File: config.mk
export PLATFORM = sky130hd
export DESIGN_NAME = el0_trap_router
export DESIGN_NICKNAME = d
export VERILOG_FILES = /design/src/rtl/el0_trap_pkg.sv /design/src/rtl/el0_trap_decode.sv /design/src/rtl/el0_trap_gate.sv /design/src/rtl/el0_trap_router.sv
export SDC_FILE = /design/constraint.sdc
export NUM_CORES = 1
export LEC_CHECK = 0
export ABC_AREA = 1
export BUFFER_PORTS_ARGS = -buffer_cell sky130_fd_sc_hd__clkbuf_2
export CAP_MARGIN = 20
export CORE_MARGIN = 1.5
export CORE_UTILIZATION = 30
export CTS_BUF_LIST = sky130_fd_sc_hd__clkbuf_2
export DETAILED_ROUTE_END_ITERATION = 6
export PLACE_DENSITY = 0.64
export SYNTH_ARGS = -nofsm -noshare
export SYNTH_HDL_FRONTEND = slang
export SYNTH_SLANG_ARGS = --single-unit
File: constraint.sdc
create_clock -name clk_i -period 0.8 [get_ports clk_i]
set_clock_uncertainty 0.05 [all_clocks]
set_input_delay 0.08 -clock clk_i [delete_from_list [all_inputs] [get_ports clk_i]]
set_output_delay 0.08 -clock clk_i [all_outputs]
set_load 0.1 [all_outputs]
File: src/rtl/el0_trap_pkg.sv
package el0_trap_pkg;
  localparam int CLS_W  = 3;
  localparam int NUM_EN = 5;

  typedef enum logic [CLS_W-1:0] {
    CLS_NONE   = 3'd0,
    CLS_LD64   = 3'd1,
    CLS_ST64   = 3'd2,
    CLS_ST64_Z = 3'd3,
    CLS_ST64_S = 3'd4,
    CLS_TP2    = 3'd5,
    CLS_MCS    = 3'd6,
    CLS_RSVD   = 3'd7
  } instr_cls_e;

  // enable bit positions inside the control image
  localparam int EN_LS64  = 0;
  localparam int EN_ST64Z = 1;
  localparam int EN_ST64S = 2;
  localparam int EN_TP2   = 3;
  localparam int EN_MCS   = 4;

  localparam logic [5:0] EC_LS64   = 6'h0A;
  localparam logic [5:0] EC_SYSREG = 6'h18;

  localparam int ISS_LS64  = 2;
  localparam int ISS_ST64Z = 1;
  localparam int ISS_ST64S = 0;
endpackage

File: src/rtl/el0_trap_decode.sv
module el0_trap_decode
  import el0_trap_pkg::*;
#(
  parameter int EC_W  = 6,
  parameter int ISS_W = 25,
  parameter int IDX_W = 3
) (
  input  logic [CLS_W-1:0] cls_i,
  output logic             hit_o,
  output logic             undef_kind_o,
  output logic [IDX_W-1:0] idx_o,
  output logic [EC_W-1:0]  ec_o,
  output logic [ISS_W-1:0] iss_o
);
  instr_cls_e cls;
  assign cls = instr_cls_e'(cls_i);

  always_comb begin
    hit_o        = 1'b1;
    undef_kind_o = 1'b0;
    idx_o        = '0;
    ec_o         = '0;
    iss_o        = '0;
    unique case (cls)
      CLS_LD64, CLS_ST64: begin
        idx_o = IDX_W'(EN_LS64);
        ec_o  = EC_W'(EC_LS64);
        iss_o = ISS_W'(ISS_LS64);
      end
      CLS_ST64_Z: begin
        idx_o = IDX_W'(EN_ST64Z);
        ec_o  = EC_W'(EC_LS64);
        iss_o = ISS_W'(ISS_ST64Z);
      end
      CLS_ST64_S: begin
        idx_o = IDX_W'(EN_ST64S);
        ec_o  = EC_W'(EC_LS64);
        iss_o = ISS_W'(ISS_ST64S);
      end
      CLS_TP2: begin
        idx_o = IDX_W'(EN_TP2);
        ec_o  = EC_W'(EC_SYSREG);
      end
      CLS_MCS: begin
        idx_o        = IDX_W'(EN_MCS);
        undef_kind_o = 1'b1;
      end
      default: hit_o = 1'b0;
    endcase
  end
endmodule

File: src/rtl/el0_trap_gate.sv
module el0_trap_gate
  import el0_trap_pkg::*;
#(
  parameter int N_EN         = NUM_EN,
  parameter bit MOPS_PRESENT = 1'b1
) (
  input  logic [N_EN-1:0] ctrl_i,
  input  logic            e2h_i,
  input  logic            tge_i,
  output logic [N_EN-1:0] eff_en_o
);
  logic host_el0;
  assign host_el0 = e2h_i & tge_i;

  for (genvar k = 0; k < N_EN; k++) begin : g_en
    if (k == EN_MCS && MOPS_PRESENT) begin : g_forced
      // outside the host regime the copy/set enable reads as set
      assign eff_en_o[k] = ctrl_i[k] | ~host_el0;
    end else begin : g_plain
      assign eff_en_o[k] = ctrl_i[k];
    end
  end
endmodule

File: src/rtl/el0_trap_router.sv
module el0_trap_router
  import el0_trap_pkg::*;
#(
  parameter int EC_W         = 6,
  parameter int ISS_W        = 25,
  parameter int EL_W         = 2,
  parameter int N_EN         = NUM_EN,
  parameter bit MOPS_PRESENT = 1'b1
) (
  input  logic             clk_i,
  input  logic             rst_ni,
  input  logic             valid_i,
  input  logic [CLS_W-1:0] cls_i,
  input  logic [EL_W-1:0]  el_i,
  input  logic             tge_i,
  input  logic             e2h_i,
  input  logic [N_EN-1:0]  ctrl_i,
  output logic             trap_o,
  output logic [EC_W-1:0]  ec_o,
  output logic [ISS_W-1:0] iss_o,
  output logic             undef_o
);
  localparam int IDX_W = $clog2(N_EN);

  logic             hit, undef_kind, qual, blocked;
  logic [IDX_W-1:0] idx;
  logic [EC_W-1:0]  ec_d;
  logic [ISS_W-1:0] iss_d;
  logic [N_EN-1:0]  eff_en;
  logic             trap_d, undef_d;

  el0_trap_decode #(.EC_W(EC_W), .ISS_W(ISS_W), .IDX_W(IDX_W)) u_dec (
    .cls_i       (cls_i),
    .hit_o       (hit),
    .undef_kind_o(undef_kind),
    .idx_o       (idx),
    .ec_o        (ec_d),
    .iss_o       (iss_d)
  );

  el0_trap_gate #(.N_EN(N_EN), .MOPS_PRESENT(MOPS_PRESENT)) u_gate (
    .ctrl_i  (ctrl_i),
    .e2h_i   (e2h_i),
    .tge_i   (tge_i),
    .eff_en_o(eff_en)
  );

  assign qual    = valid_i & (el_i == '0) & tge_i;
  assign blocked = qual & hit & ~eff_en[idx];
  assign trap_d  = blocked & ~undef_kind;
  assign undef_d = blocked & undef_kind;

  always_ff @(posedge clk_i or negedge rst_ni) begin
    if (!rst_ni) begin
      trap_o  <= 1'b0;
      undef_o <= 1'b0;
      ec_o    <= '0;
      iss_o   <= '0;
    end else begin
      trap_o  <= trap_d;
      undef_o <= undef_d;
      ec_o    <= trap_d ? ec_d : '0;
      iss_o   <= trap_d ? iss_d : '0;
    end
  end
endmodule

==> run_results.csv <==
group,metric,value,unit
detailed_routing,avgRoutedWirePerCell,8.32,um
yosys,synthSimpleGateAreaFrac,24.1,%
critical_path,arrival,0.81,ns
die,die_area,2150,um2
critical_path,cp_num_buf_inv,1,
clocking,cts_root_buf,"clkbuf_2",
global_routing,grt_pass1_wl,1.34,mm
yosys,synth_warnings,0,
detailed_routing,drc_errors,0,
critical_path,path_cells,"buf_12",
clocking,clk_pin_slew,0.08,ns
yosys,synth_area_leader_cell,"buf_4",
sta,final-setup-viol-count,7,
power,vdd_drop_max,0.654,mV
sta,fin_setup_tns,-0.928,ns
global_routing,grt_max_degree,8,
sta,fin_ws,-0.137,ns
min_path,min_path_type,"in2reg",
yosys,muxShareOfSynthArea,0,%
place,dpl_cell_area,744,um2
clocking,cts.sinks,7,
yosys,synth.cell_area,566,um2
global_routing,grt_pass1_vias,376,
yosys,yosysUniqueCellTypes,14,
detailed_routing,drtIter0Drc,7,
place,dp.cells,121,
place,gp_congestion,0.709,
layout,area_growth,46.9,%
die,die_x,46.4,um
global_routing,antenna_found_initial,0,
detailed_routing,detail_route.first_pass.iterations,3,
critical_path,required,0.67,ns
layout,insertedDiodeCount,0,
detailed_routing,antenna_left,0,
sta,rsz0062_at_grt,"yes",
yosys,syn-instance-count,73,
power,p_per_area,1610,nW/um2
sta,slew_viol_final,0,
yosys,synth_seq_cells,7,
die,die_height,46.4,um
clocking,clk_path_buf_depth,2,
min_path,whs_endpoint,"undef_o",
yosys,postSynthAreaPerCell,7.75,um2
global_routing,grt.total_usage,8.81,%
place,port_buffers,21,
clocking,cts_buffers,3,
power,p_sw,767,uW
detailed_routing,vias,453,
yosys,synth_top_family_by_area,"buffers and inverters",
clocking,cts_tree,"built",
yosys,synth_fa_ha_area_share,0,%
power,sw_frac_of_total,57.5,%
yosys,ys_seq_area_share,31.0,%
layout,final_common_cell,"conb_1",
clocking,cts.htree.levels,1,
layout,mostFrequentLayoutCells,"26 x conb_1, 16 x clkbuf_2, 9 x inv_1",
yosys,synth_area_leaders,"buf_4 35%, dfrtp_1 31%, inv_1 7.3%",
power,comb_power_share,53.8,%
sta,timing.fmax,1070,MHz
power,power_frac_clock,19.3,%
sta,finalCritPeriodShare,117,%
die,rows,15,
detailed_routing,finalWirelength,1.06,mm
clocking,postCtsHoldBufs,1,
sta,fin_crit,0.937,ns
global_routing,grt-ovfl-total,0,
die,core_region_area,1750,um2
critical_path,critPathMaxFanout,1,
min_path,hp-start,"ctrl_i[4]",
detailed_routing,post_drt_via_cell_ratio,3.57,
run_status,status,"complete, but fails checks",
critical_path,crit_type,"reg2out",
critical_path,crit_path_end_kind,"primary output",
critical_path,slowest_delay,0.42,ns
layout,layoutNonFillerInstCount,127,
min_path,holdPathStages,2,
critical_path,crit_family,"flip-flops",
layout,final_util,47.6,%
layout,drive_above_1_share,52.9,%
power,p_seq_share,26.8,%
die,start_util,32.4,%
critical_path,startpoint_type,"flop",
layout,fill_cells,186,
power,power.leakage,0.450,nW
yosys,yosysTopAreaCellShare,34.5,%
place,hpwl,856,um
run_status,violations,"negative hold slack, negative setup slack",
sta,hold_slack,-0.0353,ns
sta,finalHoldViolCount,1,
critical_path,crit_path_top_delay_cell,"dfrtp_2",
yosys,synth_xor_area_share,0,%
run,maxCapViolCount,0,
yosys,synth_compound_area_share,1.77,%
layout,fin_nets,118,
power,power.internal,568,uW
die,ios,48,
layout,finalInstanceArea,831,um2
[power groups by stage]
stage / Sequential [mW] / Clock [mW] / Combinational, mW
floorplan: 0.383 / 0 / 0.686
global placement: 0.365 / 0 / 0.678
detailed placement: 0.366 / 0 / 0.684
CTS: 0.359 / 0.254 / 0.689
global route: 0.359 / 0.286 / 0.743
finish: 0.358 / 0.258 / 0.719
[metal layers]
metal / vias up / GRT usage (%) / wire [um]
met5: - / 0 / 0
met4: 0 / 5.14 / 0
met3: 0 / 1.18 / 63
met2: 25 / 20.0 / 659
met1: 206 / 6.13 / 334
li1: 222 / - / -
[worst max-delay path by stage]
| stage | startpoint | endpoint | cells after the start |
|---|---|---|---|
| 6_report | iss_o[0] | iss_o[0] | 1 |
| 5_1_grt | iss_o[0] | iss_o[0] | 1 |
| 4_1_cts | iss_o[0] | iss_o[0] | 1 |
| 3_5_place_dp | cls_i[0] | undef_o | 4 |
| 3_3_place_gp | cls_i[1] | ec_o[1] | 11 |
| 2_1_floorplan | cls_i[1] | ec_o[1] | 10 |
[synth_stat cells (all sizes together)]
cell	number
buf	26
conb	1
nor2	8
nand2	12
dfrtp	7
nand4	2
inv	12
nor4b	1
a21oi	2
nor3	1
nand3	1
[timing repair]
action	CTS	global route
resized for setup	1	13
setup endpoints to repair	8	13
cloned	0	0
setup buffers	0	1
hold endpoints to repair	8	1
pin swaps	0	2
[final cells by class]
type	count	area [um2]	share of cell area, %
clock buffers	4	20.0	2.41
inverters	12	47.5	5.72
multi-input cells	53	295	35.5
flip-flops and latches	7	184	22.1
well taps	25	31.3	3.77
repair buffers	26	253	30.4
[metrics by stage]
step                power [mW]  hold slack [ns]  worst slack (ns)
detailed placement        1.05           -0.129            -0.234
global placement          1.04           -0.135            -0.179
global route              1.39          -0.0319            -0.173
floorplan                 1.07           -0.266           0.00689
finish                    1.34          -0.0353            -0.137
CTS                       1.30          -0.0297            -0.138
[cell families after synthesis]
group / count (synthesis)
buffers and inverters: 38
and+or+nand+nor: 25
DFF: 7
AOI/OAI and AO/OA: 2
other: 1
[registers in the layout, summed over array words and instances (netlist names)]
| register | flops |
|---|---|
| trap_o | 1 |
| ec_o | 3 |
| iss_o | 2 |
| undef_o | 1 |
Note: power is estimated with default switching activity, not from simulation.
